### src/rtl/swatch_pkg.sv
package swatch_pkg;
  // Strobes from the control unit to the digit datapath
  typedef struct packed {
    logic clrStb;   // zero all stages on the next edge
    logic advStb;   // advance one second on the next edge
  } swStrobe_t;
endpackage

### src/rtl/swatch_digit.sv
// One modulo-MOD stage with synchronous clear priority over enable
module swatch_digit #(
  parameter int MOD = 10,
  parameter int W   = 4
) (
  input  logic         clk,
  input  logic         rst_n,
  input  logic         clr_i,
  input  logic         en_i,
  output logic [W-1:0] value_o
);
  localparam logic [W-1:0] LAST = W'(MOD - 1);

  logic [W-1:0] valueQ;
  logic [W-1:0] valueD;

  always_comb begin
    valueD = valueQ;
    if (clr_i)            valueD = '0;
    else if (en_i)        valueD = (valueQ == LAST) ? '0 : valueQ + 1'b1;
  end

  always_ff @(posedge clk or negedge rst_n) begin
    if (!rst_n) valueQ <= '0;
    else        valueQ <= valueD;
  end

  assign value_o = valueQ;

  // an enabled stage at its last value returns to zero
  p_digit_wrap_r3: assert property (@(posedge clk) disable iff (!rst_n)
    (en_i && !clr_i && valueQ == LAST) |=> (valueQ == '0));

  // the stage never leaves its legal range
  p_digit_range_r9: assert property (@(posedge clk) disable iff (!rst_n)
    (valueQ <= LAST));

  // clear gives zero on the next edge
  p_digit_clear_r7: assert property (@(posedge clk) disable iff (!rst_n)
    clr_i |=> (valueQ == '0));
endmodule

### src/rtl/swatch_ctrl.sv
// Run flag and strobe generation
module swatch_ctrl
  import swatch_pkg::*;
(
  input  logic      clk,
  input  logic      rst_n,
  input  logic      secTick_i,
  input  logic      clear_i,
  input  logic      runToggle_i,
  output swStrobe_t strobe_o,
  output logic      running_o
);
  logic runFlag;

  always_ff @(posedge clk or negedge rst_n) begin
    if (!rst_n)           runFlag <= 1'b0;
    else if (runToggle_i) runFlag <= ~runFlag;
  end

  // Pulse judged against the run state held before this edge
  always_comb begin
    strobe_o.clrStb = clear_i;
    strobe_o.advStb = secTick_i && runFlag && !clear_i;
  end

  assign running_o = runFlag;

  // a toggle pulse flips the run state
  p_run_toggle_r2: assert property (@(posedge clk) disable iff (!rst_n)
    runToggle_i |=> (runFlag != $past(runFlag)));

  // clear alone leaves the run state alone
  p_clear_keeps_run_r7: assert property (@(posedge clk) disable iff (!rst_n)
    (clear_i && !runToggle_i) |=> $stable(runFlag));
endmodule

### src/rtl/swatch_datapath.sv
// Cascaded ones / tens / minutes stages, carries used as enables
module swatch_datapath
  import swatch_pkg::*;
#(
  parameter int DIGIT_W  = 4,
  parameter int ONES_MOD = 10,
  parameter int TENS_MOD = 6,
  parameter int MIN_MOD  = 2,
  parameter int MIN_W    = 1
) (
  input  logic               clk,
  input  logic               rst_n,
  input  swStrobe_t          strobe_i,
  output logic [DIGIT_W-1:0] secOnes_o,
  output logic [DIGIT_W-1:0] secTens_o,
  output logic [MIN_W-1:0]   minutes_o
);
  localparam logic [DIGIT_W-1:0] ONES_LAST = DIGIT_W'(ONES_MOD - 1);
  localparam logic [DIGIT_W-1:0] TENS_LAST = DIGIT_W'(TENS_MOD - 1);

  logic onesCarry;
  logic tensCarry;

  assign onesCarry = strobe_i.advStb && (secOnes_o == ONES_LAST);
  assign tensCarry = onesCarry && (secTens_o == TENS_LAST);

  swatch_digit #(.MOD(ONES_MOD), .W(DIGIT_W)) onesStage_i (
    .clk(clk), .rst_n(rst_n), .clr_i(strobe_i.clrStb),
    .en_i(strobe_i.advStb), .value_o(secOnes_o));

  swatch_digit #(.MOD(TENS_MOD), .W(DIGIT_W)) tensStage_i (
    .clk(clk), .rst_n(rst_n), .clr_i(strobe_i.clrStb),
    .en_i(onesCarry), .value_o(secTens_o));

  swatch_digit #(.MOD(MIN_MOD), .W(MIN_W)) minStage_i (
    .clk(clk), .rst_n(rst_n), .clr_i(strobe_i.clrStb),
    .en_i(tensCarry), .value_o(minutes_o));

  // tens holds unless the ones digit is wrapping
  p_tens_hold_r4: assert property (@(posedge clk) disable iff (!rst_n)
    (!strobe_i.clrStb && !(strobe_i.advStb && secOnes_o == ONES_LAST))
      |=> $stable(secTens_o));

  // minutes moves only when seconds roll over from x:59
  p_min_hold_r5: assert property (@(posedge clk) disable iff (!rst_n)
    (!strobe_i.clrStb &&
     !(strobe_i.advStb && secOnes_o == ONES_LAST && secTens_o == TENS_LAST))
      |=> $stable(minutes_o));
endmodule

### src/rtl/sec_watch_top.sv
module sec_watch_top
  import swatch_pkg::*;
#(
  parameter int DIGIT_W  = 4,
  parameter int ONES_MOD = 10,
  parameter int TENS_MOD = 6,
  parameter int MIN_MOD  = 2,
  parameter int MIN_W    = 1
) (
  input  logic               clk,
  input  logic               rst_n,
  input  logic               secTick_i,
  input  logic               clear_i,
  input  logic               runToggle_i,
  output logic [DIGIT_W-1:0] secOnes_o,
  output logic [DIGIT_W-1:0] secTens_o,
  output logic [MIN_W-1:0]   minutes_o,
  output logic               running_o
);
  swStrobe_t strobe;

  swatch_ctrl ctrl_i (
    .clk(clk), .rst_n(rst_n), .secTick_i(secTick_i), .clear_i(clear_i),
    .runToggle_i(runToggle_i), .strobe_o(strobe), .running_o(running_o));

  swatch_datapath #(
    .DIGIT_W(DIGIT_W), .ONES_MOD(ONES_MOD), .TENS_MOD(TENS_MOD),
    .MIN_MOD(MIN_MOD), .MIN_W(MIN_W)
  ) dp_i (
    .clk(clk), .rst_n(rst_n), .strobe_i(strobe),
    .secOnes_o(secOnes_o), .secTens_o(secTens_o), .minutes_o(minutes_o));

  // halted watch keeps its time
  p_idle_hold_r6: assert property (@(posedge clk) disable iff (!rst_n)
    (!running_o && !clear_i) |=> ($stable(secOnes_o) && $stable(secTens_o)
                                  && $stable(minutes_o)));
endmodule

### config.mk
export PLATFORM = sky130hd
export DESIGN_NAME = sec_watch_top
export DESIGN_NICKNAME = d
export VERILOG_FILES = /design/src/rtl/swatch_pkg.sv /design/src/rtl/swatch_digit.sv /design/src/rtl/swatch_ctrl.sv /design/src/rtl/swatch_datapath.sv /design/src/rtl/sec_watch_top.sv
export SDC_FILE = /design/constraint.sdc
export NUM_CORES = 1
export LEC_CHECK = 0
export BUFFER_PORTS_ARGS = -buffer_cell sky130_fd_sc_hd__buf_4
export CORE_AREA = 2 2 39 41
export CTS_BUF_LIST = sky130_fd_sc_hd__clkbuf_2 sky130_fd_sc_hd__clkbuf_4 sky130_fd_sc_hd__clkbuf_8
export DETAILED_ROUTE_END_ITERATION = 8
export DIE_AREA = 0 0 41 43
export GPL_TIMING_DRIVEN = 0
export PLACE_DENSITY = 0.67
export SETUP_SLACK_MARGIN = 0.02
export SLEW_MARGIN = 20
export SYNTH_ARGS = -nofsm -noshare
export SYNTH_HDL_FRONTEND = slang
export SYNTH_SLANG_ARGS = --single-unit
### constraint.sdc
create_clock -name clk -period 2 [get_ports clk]
set_input_delay 0.2 -clock clk [delete_from_list [all_inputs] [get_ports clk]]
set_output_delay 0.2 -clock clk [all_outputs]
set_load 0.01 [all_outputs]
==> results of run 1 <==
-- worst min path at each step --
stage | end | cells after the start | from | slack (ns)
2_1_floorplan | ctrl_i.running_o | 0 | rst_n | -0.1
3_3_place_gp | dp_i.tensStage_i.value_o[2] | 1 | rst_n | 0.04
3_5_place_dp | dp_i.tensStage_i.value_o[2] | 1 | rst_n | 0.04
4_1_cts | ctrl_i.running_o | 2 | runToggle_i | 0.1
5_1_grt | ctrl_i.running_o | 2 | runToggle_i | 0.09
6_report | ctrl_i.running_o | 2 | runToggle_i | 0.1
-- layout by cell type (no fill, tap or decap), drive strengths merged, types with 2 or more instances in the layout --
master,Yosys,routed
ha,2,2
nor2,4,4
clkbuf,0,4
nand3,2,2
inv,4,4
o21ai,3,3
a21oi,5,5
nand2,5,5
buf,2,15
xor2,3,3
nand2b,2,2
or3,2,2
dfrtp,10,10
nand3b,4,4
-- cell type report --
type / instances / area (um^2)
Tap cell: 16 / 20.0
Clock buffer: 4 / 36.3
Sequential cell: 10 / 250
Fill cell: 139 / 651
Multi-Input combinational cell: 41 / 282
Inverter: 4 / 15.0
Buffer: 2 / 22.5
Timing Repair Buffer: 14 / 108
-- worst max-delay path, stage by stage (launching register included) --
cell	delay, ns
dfrtp_1	0.43
ha_1	0.21
nand3b_1	0.17
or4b_1	0.45
a21oi_1	0.15
-- kinds of logic after synthesis --
logic type | share of synthesized area, %
AOI/OAI and AO/OA | 15.8
xor gates and xnor gates | 4.62
adders and majority gates | 4.39
buffers and inverters | 6.59
DFF | 44.0
and+or+nand+nor | 24.6
-- registers in the layout (all words and copies together) (netlist names) --
register and flops:
dp_i.minStage_i.value_o 1, dp_i.onesStage_i.value_o 4, ctrl_i.running_o 1, dp_i.tensStage_i.value_o 4
-- stage by stage --
step | hold slack, ns | instance area, um^2
after floorplan | -0.0956 | 569
after detailed placement | 0.0382 | 687
after CTS | 0.0967 | 733
final | 0.0991 | 733
after global placement | 0.0368 | 687
after global routing | 0.0884 | 733
-- routing by layer --
| layer | track usage [%] | wire length [um] |
|---|---|---|
| met1 | 23.6 | 507 |
| met2 | 20.9 | 564 |
| met3 | 6.28 | 43 |
| met4 | 10.0 | 19 |
| met5 | 0 | 0 |
-- timing repair --
item                                   4_1_cts  5_1_grt
hold buffers                                 1        0
endpoints found under the hold margin       10        0
gates resized for setup                      0        0
-- power by group --
group	total (mW)	leakage, nW	switching, mW	internal, mW
sequential	0.258	0.137	0.0363	0.221
combinational	0.109	0.200	0.0573	0.0519
clock	0.190	0.0210	0.0798	0.111
==> flow_summary.toml, run 1 <==
[clock_network]
clkLatencyLatePin_ns = 0.27
clk_root_buffer_cell = "clkbuf_4"
cts_max_path_buffers = 2
post-cts-setup-buffers = 0
clkTransAtPathRegs_ns = 0.08
h-tree-depth = 1
cts_tree = "yes"
clock_sinks = 10
cts_made_buffers = 3

[synth]
ys_types = 25
synthesis.area_um2 = 569
synthCells = 57
seq_area_frac_synth_pct = 44.0
synth-edff-count = 0
ys.warnings.count = 0
avgSynthCellArea_um2 = 9.99
synth_area_leaders = "dfrtp_1, xor2_1, a21oi_1"
synth_common_cells = "dfrtp_1, a21oi_1, nand2_1"
synth_most_common_cell = "dfrtp_1"
synth_fp_nets = 64
ys_ff_latch = 10
synth_top_cell_by_area = "dfrtp_1"
synthArstFlopShare_pct = 100
synth_top_area_share_pct = 44.0
synth_ff_type = "dfrtp_1"

[floorplan]
die_h_um = 43
ios = 15
fp.coreArea_um2 = 1380
std_cell_rows = 14
fp.dieArea_um2 = 1760
initial_core_util_pct = 41.1
die_w_um = 41

[drt]
vias = 492
ant_nets = 0
drc = 0
via_per_inst = 5.41
drt_iter0_markers = 5
firstDrtPassIters = 4
wl_per_cell_um = 12.5
wl_mm = 1.13

[setup_path]
crit_start = "dp_i.tensStage_i.value_o[0]"
r2r_start = "dp_i.tensStage_i.value_o[0]"
r2r-end = "dp_i.tensStage_i.value_o[1]"
startpoint_type = "flip-flop"
rrSetupSlack_ns = 0.51
crit_fanout = 6
r2r_cells = 4
crit_end = "dp_i.tensStage_i.value_o[1]"
crit_path_end_kind = "flip-flop"
crit_arrival_ns = 1.70
worstSetupPathType = "flip-flop to flip-flop"
worstPathRequired_ns = 2.20

[status]
status = "finished clean"

[pwr]
p_total_mw = 0.557
p_leak_nw = 0.357
vdd_drop_max_v = 0.000500
p_per_area_nw_per_um2 = 760

[sta]
tns_ns = 0
fin_ws_ns = 0.508
hold_viol = 0
worst_pin_slew_ns = 0.300
drv_slew = 0
relSlewSlack_pct = 79.8
period_needed_ns = 1.49
rsz0062_at_grt = "false"
post-route-period-util_pct = 74.6
fin_skew_ns = 0.00637
setup_violations = 0
max_freq_mhz = 670

[placement]
place.port_buffers = 13
dp_slack_ns = 0.512
place_hpwl_um = 804
dp.cells = 86
place_congestion = 0.737

[layout]
final_layout_size_suffix_gt1_share_pct = 29.3
finalNonFillerCells = 91
layout.nets = 83
diodes = 0
syn2layout_area_growth_pct = 28.8
final_util_pct = 53.0

[min_path]
hold_path.class = "primary input to flip-flop"

[flow_run]
drv_cap = 0

[grt]
antenna_found_initial = 0
grt_first_pass_wirelength_mm = 1.92
grt_usage_pct = 16.7
grt_pass1_vias = 434
overflow = 0
grt_max_degree = 11
Note: power is estimated with default switching activity, not from simulation.
==> run 2, diff against run 1 <==
Settings changed: ABC_AREA set to 1, PLACE_DENSITY 0.67 to 0.66.
Clock period 2 ns to 1.4 ns, I/O delays scaled along.
==> run 2 against run 1 <==
  * Synthesized cell count grew 23%
  * Flip-flop and latch count is the same
  * Global-route usage down 1.1 points
  * Synthesized area down 1.5%
  * Sequential power increased by 47%
  * Maximum frequency rose by 23%
  * Hold slack worse by 0.057 ns
  * Core utilization is 1.1 points lower
  * Critical endpoint is now dp_i.minStage_i.value_o
  * Largest power group unchanged
==> flow_summary.toml, run 2 <==
[sta]
max_freq_mhz = 826
fin_skew_ns = 0.00257
period_needed_ns = 1.21
post-route-period-util_pct = 86.5
setup_violations = 0
worst_pin_slew_ns = 0.252
tns_ns = 0
drv_slew = 0
relSlewSlack_pct = 83.2
hold_viol = 0
rsz0062_at_grt = "false"

[status]
status = "finished clean"

[clock_network]
clkLatencyLatePin_ns = 0.27
clock_sinks = 10
cts_tree = "yes"
cts_resized = 0
cts_max_path_buffers = 2
clkTransAtPathRegs_ns = 0.06
h-tree-depth = 1
clk_root_buffer_cell = "clkbuf_4"
cts_made_buffers = 3

[placement]
place_hpwl_um = 856
dp.cells = 100
place_congestion = 0.750
place.port_buffers = 14

[pwr]
power_frac_seq_pct = 49.7
vdd_drop_max_v = 0.000495
intPower_mw = 0.513
swShare_pct = 32.8
netSwitchingPower_mw = 0.250
p_per_area_nw_per_um2 = 1060
power_frac_comb_pct = 25.1
power_frac_clock_pct = 25.3
p_leak_nw = 0.383

[synth]
synth_top_cell_by_area = "dfrtp_1"
synth_fp_nets = 77
synth_common_cells = "nand2_1, dfrtp_1, inv_1"
synthCells = 70
synthArstFlopShare_pct = 100
ys_types = 17
avgSynthCellArea_um2 = 8.01
synth_area_leaders = "dfrtp_1, nand2_1, nand3_1"
ys_ff_latch = 10
seq_area_frac_synth_pct = 44.6
synth_most_common_cell = "nand2_1"
ys.warnings.count = 0
synth_ff_type = "dfrtp_1"
synth_top_area_share_pct = 44.6
synth-edff-count = 0
synthesis.area_um2 = 561

[grt]
grt_first_pass_wirelength_mm = 1.83
grt_pass1_vias = 432
overflow = 0
grt_usage_pct = 15.6
antenna_found_initial = 0
grt_max_degree = 11

[setup_path]
cpLargestDelayFamily = "flip-flops"
crit_path_max_incr_delay_ns = 0.48
path_cells = "ha_1 > nand3_1 > inv_1 > nand3_1 > nand3_1 > nand2_1"
cp_common_cell = "nand3_1"
crit_fanout = 7
worstSetupPathType = "flip-flop to flip-flop"
worstPathRequired_ns = 1.56
crit_arrival_ns = 1.37
crit_buf_inv = 1
crit_path_end_kind = "flip-flop"
crit_slowest_cell = "dfrtp_1"
startpoint_type = "flip-flop"

[drt]
wl_mm = 1.11
firstDrtPassIters = 4
wl_per_cell_um = 10.6
drt_iter0_markers = 7
ant_nets = 0
via_per_inst = 4.93
drc = 0
vias = 513

[floorplan]
initial_core_util_pct = 40.5
ios = 15
fp.coreArea_um2 = 1380
std_cell_rows = 14
die_h_um = 43
fp.dieArea_um2 = 1760
die_w_um = 41

[layout]
layout_commonest_cell = "nand2_1"
finalNonFillerCells = 104
syn2layout_area_growth_pct = 28.1
layout.nets = 97
final_cell_mix = "nand2_1, buf_4, dfrtp_1"
final_layout_size_suffix_gt1_share_pct = 31.8
diodes = 0
final_util_pct = 51.9

[flow_run]
drv_cap = 0

[min_path]
hold_path.class = "primary input to flip-flop"
## run 2: worst register-to-register path: stages (launching register included)
cell	delay, ns
dfrtp_1	0.48
ha_1	0.19
nand3_1	0.09
inv_1	0.13
nand3_1	0.09
nand3_1	0.07
nand2_1	0.06
## run 2: cell type report
class | instances | area, um^2
clock buffer | 3 | 22.5
fill | 140 | 666
inverter | 12 | 45.0
multi-input combinational | 48 | 265
sequential | 10 | 250
tap | 16 | 20.0
timing repair buffer | 15 | 115
## run 2: final timing paths
path                                             start                          end  slack (ns)  cells past startpoint
setup / recovery           dp_i.tensStage_i.value_o[0]      dp_i.minStage_i.value_o        0.19                      6
hold / removal                             runToggle_i             ctrl_i.running_o        0.04                      2
setup reg to reg           dp_i.tensStage_i.value_o[0]      dp_i.minStage_i.value_o        0.19                      6
hold reg to reg                dp_i.minStage_i.value_o      dp_i.minStage_i.value_o        0.54                      2
max in group asynchronous                        rst_n  dp_i.onesStage_i.value_o[3]        1.03                      2
min in group asynchronous                        rst_n  dp_i.onesStage_i.value_o[2]        0.23                      2
## run 2: stage by stage
step	power [mW]	worst slack, ns	cell area [um^2]	hold WS [ns]
2_1_floorplan	0.482	0.261	561	-0.156
3_3_place_gp	0.570	0.212	686	-0.0252
3_5_place_dp	0.576	0.194	686	-0.0239
4_1_cts	0.777	0.191	718	0.0327
5_1_grt	0.816	0.0734	718	0.0458
6_report	0.762	0.189	718	0.0419
## run 2: cells by family after synthesis
kind of cell,synth area share (%)
AOI/OAI and AO/OA,8.48
and+or+nand+nor,29.7
buffers and inverters,8.04
DFF,44.6
xor gates and xnor gates,4.69
adders and majority gates,4.46
## run 2: power groups by stage
stage | Combinational [mW] | Clock [mW] | Sequential [mW]
after floorplan | 0.0901 | 0 | 0.392
final | 0.191 | 0.193 | 0.379
after global routing | 0.214 | 0.218 | 0.384
after CTS | 0.193 | 0.204 | 0.380
after global placement | 0.187 | 0 | 0.382
after detailed placement | 0.190 | 0 | 0.385
## run 2: timing repair
item | CTS | global route
buffers inserted | 0 | 0
hold buffers | 1 | 0
hold endpoints to repair | 10 | 0
## run 2: metal layers
layer	up-vias	routed length, um	track usage (%)
met5	-	0	0
met4	0	26	10.0
met3	3	46	4.71
met2	13	547	22.2
met1	233	485	19.7
li1	264	-	-
==> run 3, diff against run 2 <==
Settings changed: GPL_TIMING_DRIVEN 0 to unset.
==> run 3 against run 2 <==
  * Flip-flop and latch count unchanged
  * First-iteration DRC count rose by 29%
  * Critical path type unchanged
  * Clock power up 40%
  * Worst setup slack worse by 0.022 ns
  * Hold slack got worse by 0.0079 ns
  * Non-clock buffer count unchanged
  * Combinational power barely moved
  * Highest routed layer unchanged
==> flow_summary.toml, run 3 (synthesized netlist as in run 2, its figures left out) <==
[status]
status = "finished clean"

[flow_run]
drv_cap = 0

[sta]
drv_slew = 0
period_needed_ns = 1.23
max_freq_mhz = 811
hold_viol = 0
fin_skew_ns = 0.00405
relSlewSlack_pct = 84.7
post-route-period-util_pct = 88.1
tns_ns = 0
setup_violations = 0
worst_pin_slew_ns = 0.230
rsz0062_at_grt = "false"

[floorplan]
ios = 15
std_cell_rows = 14
die_w_um = 41
fp.coreArea_um2 = 1380
fp.dieArea_um2 = 1760
initial_core_util_pct = 40.5
die_h_um = 43

[drt]
dr_wl_met2_um = 555
m1WireLength_um = 550
via_per_inst = 4.93
drc = 0
wl_met3_um = 47
ant_nets = 0
wl_mm = 1.18
highest_layer = "met4"
drt_iter0_markers = 9
wl_per_cell_um = 11.2
firstDrtPassIters = 4
vias = 518

[setup_path]
startpoint_type = "flip-flop"
crit_buf_inv = 2
rrSetupSlack_ns = 0.17
worstPathRequired_ns = 1.56
crit_path_max_incr_delay_ns = 0.44
r2r_cells = 7
crit_slowest_cell = "dfrtp_1"
cp.depth = 7
crit_arrival_ns = 1.40
cpLargestDelayFamily = "flip-flops"
crit_fanout = 6
worstSetupPathType = "flip-flop to flip-flop"
path_cells = "inv_1 > ha_1 > nand3_1 > inv_1 > nand3_1 > nand3_1 > nand2_1"
cp_common_cell = "nand3_1"
crit_path_end_kind = "flip-flop"

[clock_network]
clk_root_buffer_cell = "clkbuf_4"
cts_resized = 0
post-cts-setup-buffers = 0
clkLatencyLatePin_ns = 0.27
h-tree-depth = 1
clock_sinks = 10
cts_max_path_buffers = 2
cts_hold_buf = 1
cts_made_buffers = 3
cts_tree = "yes"
clkTransAtPathRegs_ns = 0.07

[grt]
overflow = 0
grt_pass1_vias = 460
grt_first_pass_wirelength_mm = 1.97
grt_max_degree = 11
grt_usage_pct = 17.0
antenna_found_initial = 0

[placement]
place_congestion = 0.821
place_hpwl_um = 875
place.port_buffers = 14

[layout]
layout_commonest_cell = "nand2_1"
diodes = 0
syn2layout_area_growth_pct = 30.6
final_layout_size_suffix_gt1_share_pct = 32.6
final_cell_mix = "nand2_1, buf_4, dfrtp_1"
layout.nets = 97

[min_path]
hold_depth = 2
hold_path.class = "primary input to flip-flop"

[pwr]
vdd_drop_max_v = 0.000646
p_leak_nw = 0.390
p_per_area_nw_per_um2 = 1150
p_total_mw = 0.840
## run 3: final timing paths
path / start / end
min in group asynchronous: rst_n / dp_i.onesStage_i.value_o[2]
worst min-delay path: runToggle_i / ctrl_i.running_o
worst max register to register: dp_i.tensStage_i.value_o[1] / dp_i.minStage_i.value_o
worst min register to register: ctrl_i.running_o / ctrl_i.running_o
max in group asynchronous: rst_n / ctrl_i.running_o
worst max-delay path: dp_i.tensStage_i.value_o[1] / dp_i.minStage_i.value_o
## run 3: routing by layer
metal / up-vias / global-route usage [%]
li1: 262 / -
met1: 236 / 23.3
met2: 16 / 23.1
met3: 4 / 3.14
met4: 0 / 12.0
met5: - / 0
## run 3: layout make-up
cell class	count	area, um^2
Sequential cell	10	250
Clock buffer	4	36.3
Multi-Input combinational cell	48	265
Fill cell	126	652
Timing Repair Buffer	15	115
Tap cell	16	20.0
Inverter	12	45.0
## run 3: per-stage QoR
stage	util (%)	instances	hold slack [ns]	worst slack [ns]	cell area, um^2
after detailed placement	49.5	100	-0.0202	0.214	686
final	52.9	105	0.0340	0.167	732
after global routing	52.9	105	0.0365	0.0700	732
after global placement	49.5	100	-0.0222	0.251	686
after CTS	52.9	105	0.0330	0.165	732
after floorplan	-	70	-0.156	0.261	561
## run 3: report_power, final
| group | total [mW] | internal [mW] | switching [mW] |
|---|---|---|---|
| registers | 0.377 | 0.324 | 0.0534 |
| clock network | 0.271 | 0.158 | 0.113 |
| logic | 0.192 | 0.0894 | 0.103 |
| total | 0.840 | 0.571 | 0.269 |
